<file path="src/rtl/tsw_pkg.sv">
package tsw_pkg;
  localparam int NSTREAMS = 4;
  localparam int NCH      = 32;
  localparam int BITS     = 8;
  localparam int CPB      = 2;
  localparam int SW       = $clog2(NSTREAMS);
  localparam int CHW      = $clog2(NCH);
  localparam int AW       = SW + CHW;
  localparam int SLOT     = BITS * CPB;
  localparam int SLW      = $clog2(SLOT);
  localparam int POSW     = CHW + SLW;
  localparam int CMW      = 2 * BITS;
  // high-byte field positions
  localparam int HI_SRC   = 2;
  localparam int HI_DRV   = 0;
endpackage

</file>
<file path="src/rtl/tsw_slot_timer.sv">
module tsw_slot_timer #(
  parameter int POSW = tsw_pkg::POSW
) (
  input  logic            clk,
  input  logic            rst_n,
  input  logic            frame_pulse,
  output logic [POSW-1:0] pos
);
  always_ff @(posedge clk or negedge rst_n) begin
    if (!rst_n)           pos <= '0;
    else if (frame_pulse) pos <= '0;
    else                  pos <= pos + 1'b1;
  end
endmodule

</file>
<file path="src/rtl/tsw_chan_fetch.sv">
module tsw_chan_fetch
  import tsw_pkg::*;
#(
  parameter int NS = NSTREAMS
) (
  input  logic                    clk,
  input  logic                    rst_n,
  input  logic [POSW-1:0]         pos,
  input  logic                    load,
  input  logic                    frame_pulse,
  input  logic                    force_proc,
  output logic                    cm_re,
  output logic [AW-1:0]           cm_addr,
  input  logic [CMW-1:0]          cm_rdata,
  output logic                    dm_re,
  output logic [AW-1:0]           dm_addr,
  input  logic [BITS-1:0]         dm_rdata,
  output logic [NS-1:0][BITS-1:0] stage_byte,
  output logic [NS-1:0]           stage_oe
);
  logic [SLW-1:0] step, grp, ph;
  logic [CHW-1:0] nxt_ch;
  logic           in_rng, wr_now;
  logic [SW-1:0]  wr_idx;
  logic [CMW-1:0] ent_q;
  logic           sel_low_q, oe_q;
  logic [NS-1:0]  wr_mask;

  assign step   = pos[SLW-1:0];
  assign nxt_ch = pos[POSW-1:SLW] + 1'b1;
  assign grp    = SLW'(step / SLW'(3));
  assign ph     = SLW'(step % SLW'(3));
  assign in_rng = grp < SLW'(NS);
  assign wr_now = (ph == '0) && (grp != '0) && (grp <= SLW'(NS));
  assign wr_idx = SW'(grp - 1'b1);

  // three-step schedule per stream: entry read, entry latch, data read
  always_comb begin
    cm_re   = (ph == SLW'(0)) && in_rng;
    cm_addr = {grp[SW-1:0], nxt_ch};
    dm_re   = (ph == SLW'(2)) && in_rng && !(ent_q[BITS+HI_SRC] || force_proc);
    dm_addr = ent_q[AW-1:0];
  end

  always_ff @(posedge clk or negedge rst_n) begin
    if (!rst_n) begin
      ent_q      <= '0;
      sel_low_q  <= 1'b0;
      oe_q       <= 1'b0;
      stage_byte <= '0;
      stage_oe   <= '0;
      wr_mask    <= '0;
    end else begin
      if (ph == SLW'(1) && in_rng) ent_q <= cm_rdata;
      if (ph == SLW'(2) && in_rng) begin
        sel_low_q <= ent_q[BITS+HI_SRC] | force_proc;
        oe_q      <= ent_q[BITS+HI_DRV] | force_proc;
      end
      if (wr_now) begin
        stage_byte[wr_idx] <= sel_low_q ? ent_q[BITS-1:0] : dm_rdata;
        stage_oe[wr_idx]   <= oe_q;
      end
      if (load)        wr_mask <= '0;
      else if (wr_now) wr_mask[wr_idx] <= 1'b1;
    end
  end

  AST_READS_APART: assert property (@(posedge clk) disable iff (!rst_n)
    !(cm_re && dm_re));
  AST_STAGE_FULL: assert property (@(posedge clk) disable iff (!rst_n)
    (load && !frame_pulse) |-> (&wr_mask));
endmodule

</file>
<file path="src/rtl/tsw_lane.sv">
module tsw_lane #(
  parameter int BITS = tsw_pkg::BITS
) (
  input  logic            clk,
  input  logic            rst_n,
  input  logic            load,
  input  logic            shift,
  input  logic [BITS-1:0] load_byte,
  input  logic            load_oe,
  output logic            bit_out,
  output logic            oe_out
);
  logic [BITS-1:0] sh;

  always_ff @(posedge clk or negedge rst_n) begin
    if (!rst_n) begin
      sh     <= '0;
      oe_out <= 1'b0;
    end else if (load) begin
      sh     <= load_byte;
      oe_out <= load_oe;
    end else if (shift) begin
      sh <= {sh[BITS-2:0], 1'b0};
    end
  end

  assign bit_out = sh[BITS-1];
endmodule

</file>
<file path="src/rtl/tsw_out_stage.sv">
module tsw_out_stage
  import tsw_pkg::*;
(
  input  logic                clk,
  input  logic                rst_n,
  input  logic                frame_pulse,
  input  logic                force_proc,
  input  logic                drive_enable,
  output logic                cm_re,
  output logic [AW-1:0]       cm_addr,
  input  logic [CMW-1:0]      cm_rdata,
  output logic                dm_re,
  output logic [AW-1:0]       dm_addr,
  input  logic [BITS-1:0]     dm_rdata,
  output logic [NSTREAMS-1:0] tx_data,
  output logic [NSTREAMS-1:0] tx_en
);
  logic [POSW-1:0]                  pos;
  logic [SLW-1:0]                   step, bit_ph;
  logic                             load, shift;
  logic [NSTREAMS-1:0][BITS-1:0]    stage_byte;
  logic [NSTREAMS-1:0]              stage_oe, lane_oe;

  assign step   = pos[SLW-1:0];
  assign bit_ph = SLW'(step % SLW'(CPB));
  assign load   = frame_pulse || (step == SLW'(SLOT-1));
  assign shift  = (bit_ph == SLW'(CPB-1));

  tsw_slot_timer #(.POSW(POSW)) u_timer (
    .clk(clk), .rst_n(rst_n), .frame_pulse(frame_pulse), .pos(pos)
  );

  tsw_chan_fetch #(.NS(NSTREAMS)) u_fetch (
    .clk(clk), .rst_n(rst_n), .pos(pos), .load(load),
    .frame_pulse(frame_pulse), .force_proc(force_proc),
    .cm_re(cm_re), .cm_addr(cm_addr), .cm_rdata(cm_rdata),
    .dm_re(dm_re), .dm_addr(dm_addr), .dm_rdata(dm_rdata),
    .stage_byte(stage_byte), .stage_oe(stage_oe)
  );

  for (genvar g = 0; g < NSTREAMS; g++) begin : g_lane
    tsw_lane #(.BITS(BITS)) u_lane (
      .clk(clk), .rst_n(rst_n), .load(load), .shift(shift),
      .load_byte(stage_byte[g]), .load_oe(stage_oe[g]),
      .bit_out(tx_data[g]), .oe_out(lane_oe[g])
    );
    assign tx_en[g] = lane_oe[g] & drive_enable;
  end

  AST_EN_HELD_IN_SLOT: assert property (@(posedge clk) disable iff (!rst_n)
    (step != '0) |-> $stable(lane_oe));
  AST_BIT_HELD: assert property (@(posedge clk) disable iff (!rst_n)
    (bit_ph != '0) |-> $stable(tx_data));
endmodule

</file>
<file path="config.mk">
export PLATFORM = sky130hd
export DESIGN_NAME = tsw_out_stage
export DESIGN_NICKNAME = d
export VERILOG_FILES = /design/src/rtl/tsw_pkg.sv /design/src/rtl/tsw_slot_timer.sv /design/src/rtl/tsw_chan_fetch.sv /design/src/rtl/tsw_lane.sv /design/src/rtl/tsw_out_stage.sv
export SDC_FILE = /design/constraint.sdc
export NUM_CORES = 1
export LEC_CHECK = 0
export CAP_MARGIN = 25
export CORE_MARGIN = 4
export CORE_UTILIZATION = 50
export CTS_CLUSTER_DIAMETER = 100
export DETAILED_ROUTE_END_ITERATION = 8
export DONT_BUFFER_PORTS = 1
export GPL_TIMING_DRIVEN = 0
export PLACE_DENSITY = 0.69
export RECOVER_POWER = 25
export SLEW_MARGIN = 40
export SYNTH_ARGS = -nofsm -noshare
export SYNTH_HDL_FRONTEND = slang
export SYNTH_HIERARCHICAL = 1
export SYNTH_SLANG_ARGS = --single-unit
</file>
<file path="constraint.sdc">
create_clock -name clk -period 4.3 [get_ports clk]
set_input_delay 1.29 -clock clk [delete_from_list [all_inputs] [get_ports clk]]
set_output_delay 1.29 -clock clk [all_outputs]
set_load 0.05 [all_outputs]
</file>
==> metrics.txt <==
outcome=finished, violations left; failing checks=setup timing; Startpoint Class=flop; Slew @ Worst Pin=0.6964 ns; sequential-to-total area share from yosys stat=52.07%; Ports=53; RSZ-0062 raised after global routing=yes; Netlist cell types=49; worst vdd ir=0.2982 mV; number of global-route vias before repair=2912; clk sinks=93; H-Tree Depth=3; Synth top cells by count=dfrtp_1 (93), mux2_2 (49), nand2_1 (39); PD cells=523.3 mW/mm²; drt total wl=8.565 mm; initial core utilization=51.25%; Seq cells post-synth=93; reg2reg start=u_timer/pos[3]; synthesized netlist cell count=363; GRT Util Overall=17.44%; ant diodes=0; initial antenna violation count=1; Most used DFF post-synth=dfrtp_1; Clock Pin Slew Worst Setup and Hold Paths=0.09 ns; Initial DRC Count=117; NumNets Final=425; Synth Net Count=397; Hold Path Class=reg2reg; Layout fillers=730; most frequent cell after synthesis=dfrtp_1; number of enable flip-flop cells after synthesis=0; die footprint=0.01052 mm²; total grt overflow=0; antenna viol nets, final=0; Final Skew=0.01032 ns; fmax=222.8 MHz; max_slew headroom=53.57%; fin worst setup slack=-0.1892 ns; Via density=5.561; Endpoint, Worst Hold=g_lane[0].u_lane/sh[4]; first-pass GRT wire length=14.07 mm; DRT Pass-1 Iters=6; largest fanout on the critical path=6; ys async rst share=100.0%; Detail Placement HPWL=5.710 mm; Fin Setup TNS=-0.2443 ns; clock buffer depth=2; max-cap violations=0; Leak Pwr=2.242 nW; Cells after DPL=471; post-synth top area share=52.07%; Synth area leader=dfrtp_1; worst-skew pair later-pin latency=0.35 ns; chip width=102.5 µm; WP data arrival=3.20 ns; Hold Path Depth=2; Core Rows=34; Hold Vio Cnt, Final=0; Setup WS pre-CTS=-0.2811 ns; crit path capture type=output port; PortBufs=0; Finished Layout Cells=503; layout cells sized above 1=35.95%; WL/cell=17.03 µm; chip height=102.5 µm; Area Overhead vs Synth=13.19%; Setup-failing EPs final=2; root buf cell=clkbuf_8; CTS tree=done; pin count of the biggest net entering global routing=94; synthesized cell area=0.004469 mm²; Max Slew Vio Count=0; final critical-path share of the clock period=104.4%; total CTS buffers=9; Core Area=0.008721 mm²; Area contributors post-synth=dfrtp_1 (52%), mux2_2 (12%), mux2i_1 (7.2%); via count=2797; Synth Warn #=6; kind of critical path=reg2out; min cycle time layout=4.489 ns; Worst Path Required=3.01 ns; hold path start=u_fetch/stage_byte[4]; drt drc=0; Reg2Reg Depth=15; GPL Wtd Cong=0.8229; worst r2r dst=u_fetch/stage_byte[14]; synthesized area per cell=12.31 µm²; FF-to-FF setup slack=0.94 ns
## how the worst max path moves through the flow
stage                     endpoint           start  slack (ns)  depth (start not counted)
after global placement       dm_re  u_timer/pos[3]       -0.25                         15
final                        dm_re  u_timer/pos[3]       -0.19                         14
after floorplan              dm_re  u_timer/pos[3]       -0.03                         15
after global routing         dm_re  u_timer/pos[3]       -0.31                         14
after CTS                    dm_re  u_timer/pos[3]       -0.19                         14
after detailed placement     dm_re  u_timer/pos[3]       -0.28                         15
## worst max-delay path: stages, from the launching register on
cell      delay [ns]
dfrtp_2         0.43
nand2b_4        0.16
inv_4           0.06
ha_4            0.11
inv_2           0.04
ha_4            0.16
and2_4          0.15
a21o_1          0.21
ha_4            0.17
o21ba_4         0.21
o211a_4         0.17
o21ai_4         0.17
mux2i_2         0.27
nand2_2         0.10
nor3_4          0.44
## per-stage QoR
step	utilization [%]	hold slack (ns)	power [mW]	area [µm²]
final	58.01	0.4818	2.647	5059
after global placement	53.70	0.4604	2.056	4683
after CTS	57.50	0.4871	2.669	5015
after global routing	58.01	0.5115	2.795	5059
after floorplan	-	0.4444	1.907	4548
after detailed placement	53.97	0.4689	2.081	4707
## sequential cells by signal, indices dropped and copies added, names as in the netlist
name	flops
u_fetch/oe_q	1
u_fetch/ent_q	10
u_fetch/stage_byte	32
g_lane.u_lane/oe_out	4
u_fetch/sel_low_q	1
u_timer/pos	9
u_fetch/stage_oe	4
g_lane.u_lane/sh	32
## repair_timing
item	CTS	global route
buffers inserted	13	5
endpoints found under the setup margin	2	2
pin swaps	7	3
gates resized for setup	10	1
hold buffers	0	0
hold endpoints to repair	0	0
## layout by cell type, fill, tap and decap left out, types with 4 or more instances in the layout
cell / Yosys / layout
or3_1: 4 / 4
buf_6: 6 / 5
o21ai_0: 38 / 38
nor2_1: 7 / 7
clkbuf_8: 0 / 9
dfrtp_1: 93 / 89
buf_4: 11 / 29
nand2b_1: 7 / 7
a21oi_1: 7 / 7
mux2i_1: 32 / 31
nand2_1: 39 / 38
mux2_4: 9 / 9
and2_1: 5 / 4
nand3_1: 5 / 5
mux2_2: 49 / 49
## per-layer routing
layer | wire length [µm] | global-route usage (%) | vias up
met2 | 4079 | 28.40 | 72
li1 | - | - | 1329
met1 | 3830 | 22.31 | 1378
met4 | 143 | 6.054 | 2
met5 | 12 | 0 | -
met3 | 499 | 5.142 | 16
## cell type report
type / count / area, µm² / share of cell area, %
sequential: 93 / 2335 / 46.15
clock buffer: 10 / 127.6 / 2.523
tap: 108 / 135.1 / 2.671
buffer: 19 / 161.4 / 3.191
multi-input combinational: 245 / 2082 / 41.16
timing repair buffer: 18 / 135.1 / 2.671
inverter: 5 / 21.27 / 0.4205
clock inverter: 5 / 61.31 / 1.212
## logic make-up after synthesis
kind of cell	after synthesis	share of synthesized area [%]
DFF	93	52.07
and+or+nand+nor	85	10.36
muxes	90	22.54
buffers and inverters	25	4.059
xor gates and xnor gates	6	1.176
AOI/OAI and AO/OA	59	8.399
adders and majority gates	5	1.400
## report_power, final
group          switching [mW]  total, mW  internal, mW
sequential              0.177       1.29          1.11
combinational           0.429      0.792         0.363
clock                   0.301      0.569         0.268
total                   0.907       2.65          1.74
(Power assumes the default switching activity.)
